===== src/rtl/fan_pwm_pkg.sv =====
package fan_pwm_pkg;
  // Default geometry of the fan PWM generator
  localparam int CODE_W_DEF  = 8;    // control code width
  localparam int CNT_W_DEF   = 8;    // period counter width (2**CNT_W ticks)
  localparam int FLOOR_DEF   = 77;   // code giving 0 % duty
  localparam int CEIL_DEF    = 179;  // code giving 100 % duty
  localparam int SYNC_STAGES = 2;    // reset release synchronizer depth
endpackage


===== src/rtl/fan_rst_sync.sv =====
module fan_rst_sync #(
  parameter int STAGES = 2
) (
  input  logic clk,
  input  logic rst_n,
  output logic rst_sync_n
);
  logic [STAGES-1:0] chain_q;

  genvar gi;
  generate
    for (gi = 0; gi < STAGES; gi++) begin : g_stage
      if (gi == 0) begin : g_first
        always_ff @(posedge clk or negedge rst_n) begin
          if (!rst_n) chain_q[gi] <= 1'b0;
          else        chain_q[gi] <= 1'b1;
        end
      end else begin : g_next
        always_ff @(posedge clk or negedge rst_n) begin
          if (!rst_n) chain_q[gi] <= 1'b0;
          else        chain_q[gi] <= chain_q[gi-1];
        end
      end
    end
  endgenerate

  assign rst_sync_n = chain_q[STAGES-1];
endmodule


===== src/rtl/fan_max_sel.sv =====
module fan_max_sel #(
  parameter int CODE_W = 8
) (
  input  logic [CODE_W-1:0] code_a,
  input  logic [CODE_W-1:0] code_b,
  output logic [CODE_W-1:0] code_max
);
  always_comb begin
    if (code_a >= code_b) code_max = code_a;
    else                  code_max = code_b;
  end
endmodule


===== src/rtl/fan_duty_map.sv =====
module fan_duty_map #(
  parameter int CODE_W  = 8,
  parameter int CNT_W   = 8,
  parameter int FLOOR   = 77,
  parameter int CEIL    = 179
) (
  input  logic [CODE_W-1:0] code,
  output logic [CNT_W:0]    duty
);
  localparam int DUTY_W = CNT_W + 1;
  localparam int PROD_W = CODE_W + CNT_W;
  localparam int SPAN   = CEIL - FLOOR;
  localparam int FULL   = 1 << CNT_W;

  localparam logic [CODE_W-1:0] FLOOR_V = CODE_W'(FLOOR);
  localparam logic [CODE_W-1:0] CEIL_V  = CODE_W'(CEIL);
  localparam logic [PROD_W-1:0] SPAN_V  = PROD_W'(SPAN);
  localparam logic [DUTY_W-1:0] FULL_V  = DUTY_W'(FULL);

  logic [CODE_W-1:0] diff;
  logic [PROD_W-1:0] prod;

  always_comb begin
    diff = code - FLOOR_V;
    prod = {diff, {CNT_W{1'b0}}};
    if (code <= FLOOR_V) begin
      duty = '0;
    end else if (code >= CEIL_V) begin
      duty = FULL_V;
    end else begin
      duty = DUTY_W'(prod / SPAN_V);
    end
  end
endmodule


===== src/rtl/fan_period_ctr.sv =====
module fan_period_ctr #(
  parameter int CNT_W = 8
) (
  input  logic             clk,
  input  logic             rst_n,
  input  logic             run,
  input  logic             tick,
  output logic [CNT_W-1:0] cnt_q,
  output logic [CNT_W-1:0] cnt_d,
  output logic             wrap
);
  localparam logic [CNT_W-1:0] CNT_MAX = {CNT_W{1'b1}};

  always_comb begin
    cnt_d = cnt_q;
    wrap  = 1'b0;
    if (!run) begin
      cnt_d = '0;
    end else if (tick) begin
      cnt_d = cnt_q + 1'b1;
      wrap  = (cnt_q == CNT_MAX);
    end
  end

  always_ff @(posedge clk or negedge rst_n) begin
    if (!rst_n) cnt_q <= '0;
    else        cnt_q <= cnt_d;
  end
endmodule


===== src/rtl/fan_pwm_gen.sv =====
module fan_pwm_gen
  import fan_pwm_pkg::*;
#(
  parameter int CODE_W = CODE_W_DEF,
  parameter int CNT_W  = CNT_W_DEF,
  parameter int FLOOR  = FLOOR_DEF,
  parameter int CEIL   = CEIL_DEF
) (
  input  logic              clk,
  input  logic              rst_n,
  input  logic              tick,
  input  logic [CODE_W-1:0] code_a,
  input  logic [CODE_W-1:0] code_b,
  input  logic              enable,
  input  logic              force_high,
  output logic              pwm_out,
  output logic              period_start
);
  localparam int DUTY_W = CNT_W + 1;

  logic              rst_sync_n;
  logic [CODE_W-1:0] code_max;
  logic [DUTY_W-1:0] duty_calc;
  logic [DUTY_W-1:0] duty_q;
  logic [DUTY_W-1:0] duty_d;
  logic              duty_en;
  logic [CNT_W-1:0]  cnt_q;
  logic [CNT_W-1:0]  cnt_d;
  logic              wrap;
  logic              pwm_d;
  logic              pwm_q;
  logic              strobe_q;

  fan_rst_sync #(.STAGES(SYNC_STAGES)) u_rst (
    .clk        (clk),
    .rst_n      (rst_n),
    .rst_sync_n (rst_sync_n)
  );

  fan_max_sel #(.CODE_W(CODE_W)) u_max (
    .code_a   (code_a),
    .code_b   (code_b),
    .code_max (code_max)
  );

  fan_duty_map #(
    .CODE_W (CODE_W),
    .CNT_W  (CNT_W),
    .FLOOR  (FLOOR),
    .CEIL   (CEIL)
  ) u_map (
    .code (code_max),
    .duty (duty_calc)
  );

  fan_period_ctr #(.CNT_W(CNT_W)) u_ctr (
    .clk   (clk),
    .rst_n (rst_sync_n),
    .run   (enable),
    .tick  (tick),
    .cnt_q (cnt_q),
    .cnt_d (cnt_d),
    .wrap  (wrap)
  );

  // Next-state: the duty is captured at a wrap, or continuously while parked
  always_comb begin
    duty_en = wrap || !enable;
    duty_d  = duty_en ? duty_calc : duty_q;
    pwm_d   = enable && (force_high || ({1'b0, cnt_d} < duty_d));
  end

  always_ff @(posedge clk or negedge rst_sync_n) begin
    if (!rst_sync_n) begin
      duty_q <= '0;
    end else if (duty_en) begin
      duty_q <= duty_calc;
    end
  end

  always_ff @(posedge clk or negedge rst_sync_n) begin
    if (!rst_sync_n) begin
      pwm_q    <= 1'b0;
      strobe_q <= 1'b0;
    end else begin
      pwm_q    <= pwm_d;
      strobe_q <= wrap;
    end
  end

  assign pwm_out      = pwm_q;
  assign period_start = strobe_q;
endmodule


===== config.mk =====
export PLATFORM = sky130hd
export DESIGN_NAME = fan_pwm_gen
export DESIGN_NICKNAME = d
export VERILOG_FILES = /design/src/rtl/fan_pwm_pkg.sv /design/src/rtl/fan_rst_sync.sv /design/src/rtl/fan_max_sel.sv /design/src/rtl/fan_duty_map.sv /design/src/rtl/fan_period_ctr.sv /design/src/rtl/fan_pwm_gen.sv
export SDC_FILE = /design/constraint.sdc
export NUM_CORES = 1
export LEC_CHECK = 0
export ABC_CLOCK_PERIOD_IN_PS = 1000
export BUFFER_PORTS_ARGS = -buffer_cell sky130_fd_sc_hd__buf_2
export CAP_MARGIN = 25
export CELL_PAD_IN_SITES_DETAIL_PLACEMENT = 0
export CELL_PAD_IN_SITES_GLOBAL_PLACEMENT = 1
export CORE_MARGIN = 2
export CORE_UTILIZATION = 28
export DETAILED_ROUTE_END_ITERATION = 16
export PLACE_DENSITY = 0.51
export SYNTH_ARGS = -nofsm -noshare
export SYNTH_HDL_FRONTEND = slang
export SYNTH_SLANG_ARGS = --single-unit

===== constraint.sdc =====
create_clock -name clk -period 1 [get_ports clk]
set_clock_uncertainty 0.2 [all_clocks]
set_input_delay 0.25 -clock clk [delete_from_list [all_inputs] [get_ports clk]]
set_output_delay 0.25 -clock clk [all_outputs]
set_load 0.05 [all_outputs]

# Yosys cells after proc, flatten, opt, wreduce, memory -nomap -nowiden
# Index checks and enable logic that the tools add are counted.
# op_classes
add_sub_neg	2
div	1
magnitude_cmp	4
n_eq_ne	1
mux	8
n_reduce_logical	4
# ops
operator	n
2-to-1 mux 9 bit	3
2-to-1 mux 8 bit	3
divider 16 x 7 -> 16 bit, second input constant	1
< comparator 8 x 9 -> 1 bit	1
adder 8 x 1 -> 8 bit, second input constant	1
== test 8 bit, second input constant	1
greater-or-equal comparator 8 bit	1
greater-or-equal comparator 8 bit, second input constant	1
<= comparator 8 x 7 -> 1 bit, second input constant	1
subtractor 8 x 7 -> 8 bit, second input constant	1
logical OR 1 bit	2
2-to-1 mux 1 bit	2
logical AND 1 bit	1
logical NOT 1 bit	1
# totals
reg_bits	21
wordCells	26

# Logic depth before layout (Yosys ltp)
# Gate-level depths: netlist of the first run.
# logic_depth
word_depth	10
mapped_depth	57

# Hierarchy
# From an unflattened synthesis of the first run, not the netlist that was laid out.
# unflattened
cells_unflattened	573
area_unflattened_um2	4320.4
# by_module_without_submodules
module	n_inst	cells_per_inst	area_per_inst_um2	seq_area_each_um2
fan_duty_map	1	447	2946.6	0.0
fan_pwm_gen	1	50	603.1	275.3
fan_period_ctr	1	39	415.4	200.2
fan_max_sel	1	34	301.5	0.0
fan_rst_sync	1	3	53.8	50.0

# Least setup slack after synthesis of the first run
# No wires, ideal clock.
# synth_timing
path_type	input-to-reg
startpoint	in code_b[2]
endpoint	reg pwm_q (netlist: pwm_out)
setup_time_ps	77
arrival_time_ps	9940
required_time_ps	723
path_slack_ps	-9217
cell_stages	53
path_cell_list	buf_2 -> inv_1 -> ha_1 -> and3_1 -> o21ai_1 -> a31oi_1 -> buf_2 -> nor2_1 -> nor2_1 -> a21o_1 -> clkinv_1 -> ha_1 -> buf_2 -> buf_1 -> a21oi_1 -> a2111oi_0 -> o21ai_0 -> a2111oi_4 -> [... 17 more ...] -> o31ai_1 -> o21ai_4 -> nand3_2 -> mux2_4 -> a211oi_1 -> o31ai_1 -> and2_1 -> ha_1 -> a21oi_1 -> nor2b_1 -> o21ai_0 -> nand2b_1 -> a21oi_1 -> nor2b_1 -> o21ai_0 -> and4b_1 -> o21ai_0 -> o21ai_1
# synth_via
elab_chain_cells	10
# synth_lines
item	line	source
start: declaration	fan_pwm_gen.sv:13	input logic [CODE_W-1:0] code_b,
greater-or-equal comparator 8 bit	fan_max_sel.sv:9	if (code_a >= code_b) code_max = code_a;
2-to-1 mux 8 bit *	fan_max_sel.sv:9	
subtractor 8 x 7 -> 8 bit	fan_duty_map.sv:24	diff = code - FLOOR_V;
divider 16 x 7 -> 16 bit	fan_duty_map.sv:31	duty = DUTY_W'(prod / SPAN_V);
2-to-1 mux 9 bit	fan_duty_map.sv:28	end else if (code >= CEIL_V) begin
2-to-1 mux 9 bit *	fan_duty_map.sv:26	if (code <= FLOOR_V) begin
2-to-1 mux 9 bit *	-	
< comparator 8 x 9 -> 1 bit *	fan_pwm_gen.sv:70	pwm_d = enable && (force_high || ({1'b0, cnt_d} < duty_d));
logical OR 1 bit *	fan_pwm_gen.sv:70	
logical AND 1 bit *	fan_pwm_gen.sv:70	
net pwm_d	fan_pwm_gen.sv:30	logic pwm_d;
end signal: assignment	fan_pwm_gen.sv:86	pwm_q <= pwm_d;
end: declaration	fan_pwm_gen.sv:31	logic pwm_q;
# Mark *: on every way through the listed nets, which the timed path passes. The rest lies on a longest branch.

# Worst setup path in the final report of the first run
# layout_timing
startpoint	in code_a[1]
endpoint	reg pwm_q (netlist: pwm_out)
# layout_via
elab_chain_cells	10
# layout_lines
item	line	source
start: declaration	fan_pwm_gen.sv:12	input logic [CODE_W-1:0] code_a,
greater-or-equal comparator 8 bit	fan_max_sel.sv:9	
2-to-1 mux 8 bit *	fan_max_sel.sv:9	
subtractor 8 x 7 -> 8 bit	fan_duty_map.sv:24	
divider 16 x 7 -> 16 bit	fan_duty_map.sv:31	
2-to-1 mux 9 bit	fan_duty_map.sv:28	
2-to-1 mux 9 bit *	fan_duty_map.sv:26	
2-to-1 mux 9 bit *	-	
< comparator 8 x 9 -> 1 bit *	fan_pwm_gen.sv:70	
logical OR 1 bit *	fan_pwm_gen.sv:70	
logical AND 1 bit *	fan_pwm_gen.sv:70	
net pwm_d	fan_pwm_gen.sv:30	
# Marked as above.

==> results by group, run 1 <==
Status
  – Outcome: complete, but fails checks
  – Failing checks: negative setup slack

Clock tree
  – Skew-Pair Late Insertion Delay: 0.25 ns
  – Clock buffer depth: 2
  – CTS tree: built
  – Clock Pin Slew Worst Setup and Hold Paths: 0.06 ns
  – Clock root buffer: clkbuf_16
  – H-tree level count: 1
  – TritonCTS Buffers: 3
  – Clock Sinks: 21

Finish
  – Layout fillers: approximately 1500
  – Non-filler cells, final: ~1100
  – Antenna cell count: 0
  – Nets: roughly 960
  – Reg area: between 500 and 600 sq um
  – Share of cells above drive strength 1: between 50 and 60%
  – Multi-input logic area: 4680 sq um
  – Final instance area: between 8000 and 9000 sq um
  – Area growth syn-to-layout: 81.1%

Setup path
  – Crit start category: input port
  – Worst Path Arrival: around 9 ns
  – CP Capture Type: flop
  – Crit path buf inv count: 8
  – CP max stage delay: around 0.54 ns
  – CP max FO: 7
  – Depth of the most critical reg-to-reg path: 18
  – Launch point of the worst reg-to-reg path: u_ctr.cnt_q[4]$_DFF_PN0_
  – CP required: just under 1 ns
  – Top delay family on crit path: compound AO/OA/AOI/OAI gates
  – Crit-path slowest cell: or4_4
  – Reg2reg end: pwm_out$_DFF_PN0_
  – FF-to-FF setup slack: -2.16 ns
  – Crit path kind: in -> reg

Logic synthesis
  – Area leader, netlist: dfrtp_1
  – Synth Flop Type: dfrtp_1
  – Number of synthesized flops with an enable pin: 0
  – Async SR Flop Fraction: 100%
  – Syn avg cell area: ~7.3 sq um
  – Synthesized area: between 4000 and 5000 sq um
  – Unique masters post-synth: 100
  – Yosys warns: 0
  – Post-synth top area share: around 12%
  – Synth Net Count: 663
  – Synth top area cells: dfrtp_1 12%, ha_1 6.1%, a21oi_1 4.9%
  – Synthesized flop and latch total: 21
  – Synth Instances: between 600 and 700
  – Sequential area share after synthesis: a little under an eighth

STA
  – Hold_ws: ~0.019 ns
  – Time the worst path needs with I/O delays and setup: 8.82 ns
  – Fin. max-slew vios: 0
  – Final WS setup: -7.82 ns
  – Least-Margin Pin Slew: slightly above 0.6 ns
  – RSZ-0062 raised after global routing: yes
  – Period utilization: 882%
  – Slew headroom: ~59%
  – Fmax: ~0.11 GHz
  – Final setup fails: 21
  – Final Hold Viols: 0

Floorplan
  – Ports: 23
  – Die X: 131 um
  – Initial Util: between 20 and 30%
  – Number of placement rows: 46
  – Total die area: between 15000 and 20000 sq um
  – Core Footprint: around 16000 sq um
  – Die Y: about 130 um

Route
  – Vias: 6020
  – DR vias/cell: about 5.3
  – Routed Antenna Nets: 0
  – DRC violations left: 0
  – Routed len/inst: about 16 um
  – DRT Pass-1 Iters: 4
  – WL final: around 19000 um
  – Drt initial violations: 326

Hold path
  – Worst Hold Class: reg -> async

Placement
  – GPL Wtd Cong: ~0.90
  – Hpwl dp: about 14000 um
  – Placed Instance Area: between 6000 and 7000 sq um
  – # port buffers: 22
  – Dpl cells: about 1100

Flow run
  – Max capacitance violation total: 0

Global route
  – First-pass GRT wire length: approximately 30000 um
  – Grt ovf: 0
  – Initial antenna violation count: 0
  – GRT Resource Usage Total: 21.0%
  – Vias in the first global route: 6204
  – Largest net degree at the start of global routing: 19
## metrics by stage
| stage | setup slack [ns] | TNS [ns] | utilization (%) |
|---|---|---|---|
| 5_1_grt | -8.36 | -63.52 | 51.7 |
| 3_5_place_dp | -8.67 | -66.66 | 43.5 |
| 3_3_place_gp | -8.49 | -65.00 | 43.5 |
| 2_1_floorplan | -8.23 | -60.18 | - |
| 4_1_cts | -7.81 | -59.30 | 48.7 |
| 6_report | -7.82 | -59.58 | 51.7 |
## cells in the final DEF (no fill, tap or decap), types with 6 or more instances in the layout
cell / instances
o21ai_1: 12
nor2_2: 6
nor3_1: 16
a21oi_1: 35
nor2b_1: 6
nand2b_1: 6
nand2_2: 7
buf_6: 30
inv_1: 16
a211oi_2: 10
ha_4: 8
and2_4: 6
nor2_1: 43
mux2i_1: 6
o211ai_1: 10
nand3_2: 6
a21o_1: 9
a31oi_1: 6
nand4_1: 10
and3_1: 9
ha_1: 13
a22oi_2: 8
nand3_1: 20
a21oi_2: 11
dfrtp_1: 20
and2_1: 9
xnor2_1: 17
nand2_1: 48
mux2_2: 6
buf_2: 19
o21ai_0: 22
buf_4: 262
## logic make-up after synthesis
group                    synth area share (%)
AND/OR/NAND/NOR                          28.3
AO/OA/AOI/OAI                            39.6
buffers and inverters                    5.13
XOR/XNOR                                 4.63
adder cells (fa/ha/maj)                  6.29
flip-flops                               11.6
multiplexers                             4.44
other                                  0.0826
## registers in the layout, indices dropped and copies added (netlist names)
| signal | flops |
|---|---|
| u_ctr.cnt_q | 8 |
| pwm_out | 1 |
| u_rst.rst_sync_n | 1 |
| period_start | 1 |
| duty_q | 9 |
| u_rst.chain_q | 1 |
## worst max path at each step
stage / startpoint / to / depth (start not counted)
finish: code_a[1] / pwm_out$_DFF_PN0_ / 51
global route: code_b[1] / pwm_out$_DFF_PN0_ / 51
CTS: code_b[1] / pwm_out$_DFF_PN0_ / 54
detailed placement: code_b[1] / pwm_out$_DFF_PN0_ / 44
global placement: code_b[1] / pwm_out$_DFF_PN0_ / 50
floorplan: code_b[1] / pwm_out$_DFF_PN0_ / 51
## repair_timing
action,in CTS,in global routing
endpoints found under the setup margin,21,21
pin swaps,59,44
hold buffers,2,0
buffers inserted,39,25
endpoints found under the hold margin,3,0
gates resized for setup,102,71
## Yosys cell counts (all sizes together), types with 5 or more instances
library cell / number
o31ai: 6
a2111oi: 5
or2: 7
o32ai: 5
and2: 15
and3: 12
clkbuf: 15
ha: 22
nand2: 57
xor2: 5
nand4: 10
nor3: 20
mux2i: 10
nor2: 53
o21a: 8
o211ai: 12
o311ai: 6
nand2b: 7
o21ai: 44
a21o: 10
inv: 24
nor2b: 7
buf: 13
a21oi: 46
dfrtp: 21
a22oi: 10
nor4: 11
xnor2: 19
nand3: 27
a31oi: 12
o211a: 5
a211oi: 16
mux2: 8
## final cells by class
| type | instances | share of cell area (%) |
|---|---|---|
| tap | 216 | 3.29 |
| clock buffer | 3 | 0.914 |
| timing repair buffer | 319 | 30.8 |
| sequential | 21 | 6.41 |
| multi-input combinational | 545 | 57.0 |
| inverter | 26 | 1.55 |
| clock inverter | 1 | 0.0609 |
## layer usage
metal  routed length [um]  global-route usage [%]  vias up
met3                  499                    1.35       20
met1                 8730                    28.8     2896
met5                    0                       0        -
li1                     -                       -     2998
met2                 9060                    36.2      106
met4                  276                    4.47        0
## worst register-to-register path, stage by stage (launching register included)
cell      delay, ns
dfrtp_1        0.35
and4_4         0.24
and3_4         0.20
and3_4         0.17
nor2b_1        0.06
a211oi_1       0.21
buf_4          0.20
a22oi_2        0.08
ha_1           0.33
a21oi_2        0.14
nor2b_1        0.05
o21ai_1        0.12
nand2b_1       0.07
a21oi_1        0.13
nor2b_1        0.06
o21ai_1        0.12
and4b_1        0.19
o21ai_1        0.06
o21ai_1        0.13
Power of run 1 is not shown: default switching activity piles up to over one toggle a cycle in this logic, so the estimate is an artifact.
==> run 2: changes to the inputs <==
CORE_UTILIZATION = 35   (was 28)
PLACE_DENSITY = 0.61   (was 0.51)
==> run 2 against run 1 <==
The flow finishes with violations (negative hold slack, negative setup slack). Wire length shrank 3.5%. Sequential cell count is the same. Sequential share of layout area grew 0.11 points. Core utilization grew 12 points. Worst setup slack lost 0.19 ns. Non-clock buffer count shrank 13. Worst hold slack lost 0.028 ns. Global-route usage grew 3.3 points. Via count is essentially flat. Critical path depth is the same. Register-to-register slack lost 0.05 ns.
==> results by group, run 2 (synthesis gave the netlist of run 1 again) <==
STA
  – Hold_ws: -0.00932 ns (-0.0280 ns)
  – Final WS setup: -8.01 ns (-0.187 ns)
  – Final Hold Viols: 19 (+19)
  – Time the worst path needs with I/O delays and setup: 9.01 ns (+0.187 ns)
  – Final setup fails: 21 (unchanged)
  – Fmax: 0.111 GHz (-2.1%)
  – Period utilization: 901% (+19 points)
  – RSZ-0062 raised after global routing: yes
  – Slew headroom: 60.6% (+1.9 points)
  – Least-Margin Pin Slew: 0.589 ns (-0.0289 ns)
  – Fin. max-slew vios: 0 (unchanged)

Finish
  – Biggest register: duty_q
  – Nets: 946 (-1.4%)
  – Non-filler cells, final: 1074 (-5.0%)
  – Largest registers: duty_q (9), u_ctr.cnt_q (8)
  – Commonest non-fill, non-tap cell in the layout: buf_4
  – Max FFs per register: 9 (unchanged)
  – Share of cells above drive strength 1: 54.1% (-1.2 points)
  – Most frequent cells in the layout: 256 x buf_4, 51 x nand2_1, 43 x nor2_1
  – Antenna cell count: 0 (unchanged)
  – Area growth syn-to-layout: 77.9%
  – Final Util: 64.0% (+12 points)

Route
  – DRT Pass-1 Iters: 5 (+1)
  – Drt initial violations: 355 (+8.9%)
  – Routed Antenna Nets: 0 (unchanged)
  – DRC violations left: 0 (unchanged)
  – DR vias/cell: 5.60 (+5.3%)
  – Vias: 6018 (-0.033%)
  – Routed len/inst: 16.7 um (+1.7%)
  – WL final: 17900 um (-3.5%)

Placement
  – Hpwl dp: 13400 um (-7.2%)
  – Dpl cells: 1019 (-4.3%)
  – # port buffers: 22 (unchanged)
  – GPL Wtd Cong: 0.940 (+4.4%)

Setup path
  – FF-to-FF setup slack: -2.21 ns (-0.05 ns)
  – Levels on crit path: 51 (unchanged)
  – CP required: 0.98 ns (about the same)
  – CP Capture Type: flop
  – Crit path buf inv count: 9 (+1)
  – Crit-path slowest cell: or4_4
  – CP max FO: 6 (-1)
  – Depth of the most critical reg-to-reg path: 19 (+1)
  – Crit start category: input port
  – Crit path kind: in -> reg
  – Top delay family on crit path: compound AO/OA/AOI/OAI gates
  – Worst Path Arrival: 8.99 ns (+0.19 ns)
  – CP max stage delay: 0.55 ns (about the same)

Floorplan
  – Initial Util: 36.0% (+7.4 points)
  – Die X: 118 um (-10%)
  – Total die area: 13900 sq um (-19%)
  – Ports: 23 (unchanged)
  – Number of placement rows: 41 (-11%)
  – Core Footprint: 12600 sq um (-21%)
  – Die Y: 118 um (-10%)

Status
  – Outcome: complete, but fails checks
  – Failing checks: negative hold slack, negative setup slack

Clock tree
  – TritonCTS Buffers: 3 (unchanged)
  – CTS tree: built
  – Skew-Pair Late Insertion Delay: 0.25 ns (about the same)
  – Clock Sinks: 21 (unchanged)
  – Clock buffer depth: 2 (unchanged)
  – Clock Pin Slew Worst Setup and Hold Paths: 0.05 ns (about the same)
  – H-tree level count: 1 (unchanged)
  – Clock root buffer: clkbuf_16

Global route
  – Grt ovf: 0 (unchanged)
  – GRT Resource Usage Total: 24.2% (+3.3 points)
  – First-pass GRT wire length: 28700 um (-7.1%)
  – Largest net degree at the start of global routing: 20 (+1)
  – Vias in the first global route: 5925 (-4.5%)
  – Initial antenna violation count: 0 (unchanged)

Flow run
  – Max capacitance violation total: 0 (unchanged)

Hold path
  – Worst Hold Class: reg -> async
-- run 2: changes by cell type in the layout (fill, tap and decap cells not counted), sizes merged --
| cell | change |
|---|---|
| dlygate4sd3 | -1 |
| inv | -1 |
| buf | -12 |
| clkbuf | +1 |
-- run 2: path summary, 6_finish.rpt --
path,endpoint,start
setup / recovery,pwm_out$_DFF_PN0_,code_b[1]
hold / removal,u_ctr.cnt_q[2]$_DFF_PN0_,u_rst.rst_sync_n$_DFF_PN0_
setup reg to reg,pwm_out$_DFF_PN0_,u_ctr.cnt_q[4]$_DFF_PN0_
hold reg to reg,u_ctr.cnt_q[2]$_DFF_PN0_,u_rst.rst_sync_n$_DFF_PN0_
max in group asynchronous,period_start$_DFF_PN0_,u_rst.rst_sync_n$_DFF_PN0_
min in group clk,pwm_out$_DFF_PN0_,force_high
-- run 2: through the flow --
stage                     cell area [sq um]  hold WS [ns]  setup TNS [ns]  setup slack, ns
final                                  8070      -0.00932          -60.09            -8.01
after global routing                   8070        0.0304          -63.45            -8.43
after CTS                              7520       0.00363          -59.80            -7.80
after detailed placement               6830        -0.164          -64.56            -8.41
after global placement                 6830        -0.166          -63.82            -8.36
after floorplan                        4930        -0.246          -60.18            -8.23
-- run 2: what timing repair did --
action	4_1_cts	5_1_grt
gates resized for setup	83	82
pin swaps	74	50
buffers inserted	31	29
hold buffers	1	0
endpoints found under the hold margin	2	0
setup endpoints to repair	21	21
cloned	0	0
-- run 2: cell type report --
type	instances	area, sq um
sequential	21	527
timing repair buffer	306	2380
inverter	26	128
fill	1104	4550
tap	172	215
clock buffer	4	78.8
multi-input combinational	545	4740
-- run 2: per-layer routing --
| layer | global-route usage, % | part of all wire (%) | vias up |
|---|---|---|---|
| met5 | 0 | 0 | - |
| met4 | 4.67 | 1.6 | 0 |
| met3 | 1.16 | 3.1 | 31 |
| met2 | 43.0 | 50 | 157 |
| met1 | 32.7 | 46 | 2859 |
| li1 | - | - | 2971 |
-- run 2: worst reg2reg max path: cells and delay by family, from the launching register on --
family	cells	cell delay, ns
adders and majority gates	1	0.18
and+or+nand+nor	9	1.19
buffers and inverters	1	0.19
DFF	1	0.37
AOI/OAI and AO/OA	8	1.00
Power of run 2 is left out for the same reason.
==> run 3: changes to the inputs <==
ABC_CLOCK_PERIOD_IN_PS = 10100   (was 1000)
clock period = 10.1 ns   (was 1 ns; I/O delays follow)
==> run 3 against run 2 <==
The flow finishes with violations (negative setup slack). Sequential cell count unchanged. Clock-buffer cell count unchanged. Worst hold slack better by 0.12 ns. Global-route usage up 0.32 points. First-iteration DRC count up 21%. Wire length down 2.9%. Core utilization down 5.0 points. Highest routed layer unchanged.
==> results by group, run 3 (synthesis gave the netlist of run 1 again) <==
Status
  – Outcome: complete, but fails checks
  – Failing checks: negative setup slack

Setup path
  – CP max stage delay: 0.59 ns (+0.04 ns)
  – Levels on crit path: 50 (-2.0%)
  – Crit path buf inv count: 8 (-1)
  – Launch point of the worst reg-to-reg path: u_ctr.cnt_q[3]$_DFF_PN0_
  – Critical Path Most Common Cell: buf_4
  – Crit-path slowest cell: or4_4
  – Crit start category: input port
  – CP max FO: 7 (+1)
  – CP Capture Type: flop
  – Worst Path Arrival: 11.14 ns (+2.15 ns)
  – Depth of the most critical reg-to-reg path: 18 (-1)
  – Crit path kind: in -> reg
  – Reg2reg end: pwm_out$_DFF_PN0_
  – End of the critical path: pwm_out$_DFF_PN0_
  – FF-to-FF setup slack: 6.17 ns (+8.38 ns)
  – Critical Path Source: code_a[1]
  – CP required: 10.08 ns (+9.10 ns)
  – Top delay family on crit path: compound AO/OA/AOI/OAI gates

Finish
  – Biggest register: duty_q
  – Layout fillers: 1189 (+7.7%)
  – Commonest non-fill, non-tap cell in the layout: buf_4
  – Max FFs per register: 9 (unchanged)
  – Antenna cell count: 0 (unchanged)
  – Share of cells above drive strength 1: 47.9% (-6.2 points)
  – Largest registers: duty_q (9), u_ctr.cnt_q (8)
  – Nets: 912 (-3.6%)
  – Most frequent cells in the layout: 243 x buf_4, 51 x nand2_1, 44 x nor2_1
  – Final instance area: 7450 sq um (-7.7%)
  – Area growth syn-to-layout: 64.1%

Floorplan
  – Total die area: 13900 sq um (unchanged)
  – Initial Util: 36.0% (unchanged)
  – Ports: 23 (unchanged)
  – Die X: 118 um (unchanged)
  – Number of placement rows: 41 (unchanged)
  – Core Footprint: 12600 sq um (unchanged)
  – Die Y: 118 um (unchanged)

Global route
  – GRT Resource Usage Total: 24.5% (+0.32 points)
  – Largest net degree at the start of global routing: 20 (unchanged)
  – Vias in the first global route: 5912 (-0.22%)
  – Initial antenna violation count: 0 (unchanged)
  – Grt ovf: 0 (unchanged)
  – First-pass GRT wire length: 28900 um (+0.80%)

Route
  – DRT Pass-1 Iters: 5 (unchanged)
  – DR vias/cell: 5.68 (+1.4%)
  – WL final: 17400 um (-2.9%)
  – Routed Antenna Nets: 0 (unchanged)
  – DRC violations left: 0 (unchanged)
  – Vias: 5910 (-1.8%)
  – Drt initial violations: 431 (+21%)
  – Routed len/inst: 16.7 um (+0.24%)

STA
  – RSZ-0062 raised after global routing: yes
  – Fmax: approximately 0.09 GHz
  – Final setup fails: 2 (-90%)
  – Final WS setup: -1.07 ns (+6.95 ns)
  – Slew headroom: 40.1% (-20 points)
  – Period utilization: 111%
  – Fin. max-slew vios: 0 (unchanged)
  – Time the worst path needs with I/O delays and setup: approximately 11 ns
  – Least-Margin Pin Slew: 0.896 ns (+0.307 ns)
  – Final Hold Viols: 0 (-19)

Placement
  – # port buffers: 22 (unchanged)
  – GPL Wtd Cong: 0.917 (-2.5%)
  – Placed Instance Area: 6640 sq um (-2.7%)
  – Hpwl dp: 13600 um (+1.2%)

Hold path
  – Worst Hold Class: reg -> async

Clock tree
  – Skew-Pair Late Insertion Delay: 0.25 ns (about the same)
  – H-tree level count: 1 (unchanged)
  – Clock buffer depth: 2 (unchanged)
  – Clock root buffer: clkbuf_16
  – Cts hold-fix bufs: 0 (-1)
  – Clock Sinks: 21 (unchanged)
  – CTS tree: built
  – Clock Pin Slew Worst Setup and Hold Paths: 0.05 ns (about the same)
  – TritonCTS Buffers: 3 (unchanged)

Flow run
  – Max capacitance violation total: 0 (unchanged)
run 3: timing repair:
item	in CTS	in global routing
hold endpoints to repair	0	0
gates resized for setup	58	32
setup endpoints to repair	3	4
buffers inserted	19	18
pin swaps	45	33
run 3: per-layer routing:
metal	track usage, %	wire (um)	vias to the layer above
met2	42.5	8360	135
met5	0	0	-
met3	1.74	661	28
met1	33.3	8100	2850
met4	5.50	275	0
li1	-	-	2897
run 3: worst min path at each step:
stage,startpoint,end,slack (ns),cells after the start
finish,u_rst.rst_sync_n$_DFF_PN0_,u_ctr.cnt_q[3]$_DFF_PN0_,0.11,0
global route,u_rst.chain_q[0]$_DFF_PN0_,u_rst.rst_sync_n$_DFF_PN0_,0.17,0
CTS,u_rst.rst_sync_n$_DFF_PN0_,u_ctr.cnt_q[3]$_DFF_PN0_,0.15,0
detailed placement,u_rst.rst_sync_n$_DFF_PN0_,duty_q[3]$_DFF_PN0_,0.14,0
global placement,u_rst.rst_sync_n$_DFF_PN0_,u_ctr.cnt_q[2]$_DFF_PN0_,0.14,0
floorplan,u_rst.rst_sync_n$_DFF_PN0_,duty_q[0]$_DFF_PN0_,0.04,0
run 3: area by class of cell:
class	instances	area, sq um	area share [%]
tap	172	215	2.89
sequential	21	526	7.06
timing repair buffer	272	2030	27.2
multi-input combinational	545	4480	60.1
inverter	26	125	1.68
clock buffer	4	78.8	1.06
run 3: metrics by stage:
stage / TNS [ns] / hold slack, ns / setup slack [ns] / utilization [%] / cells
global route: -2.93 / 0.166 / -1.67 / 59.0 / 1040
CTS: -1.54 / 0.147 / -0.974 / 56.6 / 1023
floorplan: -2.19 / 0.0401 / -1.40 / - / 620
global placement: -2.92 / 0.135 / -1.57 / 52.6 / 1000
detailed placement: -3.58 / 0.138 / -1.77 / 52.6 / 1000
finish: -1.55 / 0.114 / -1.07 / 59.0 / 1040
Power of run 3 is left out for the same reason.
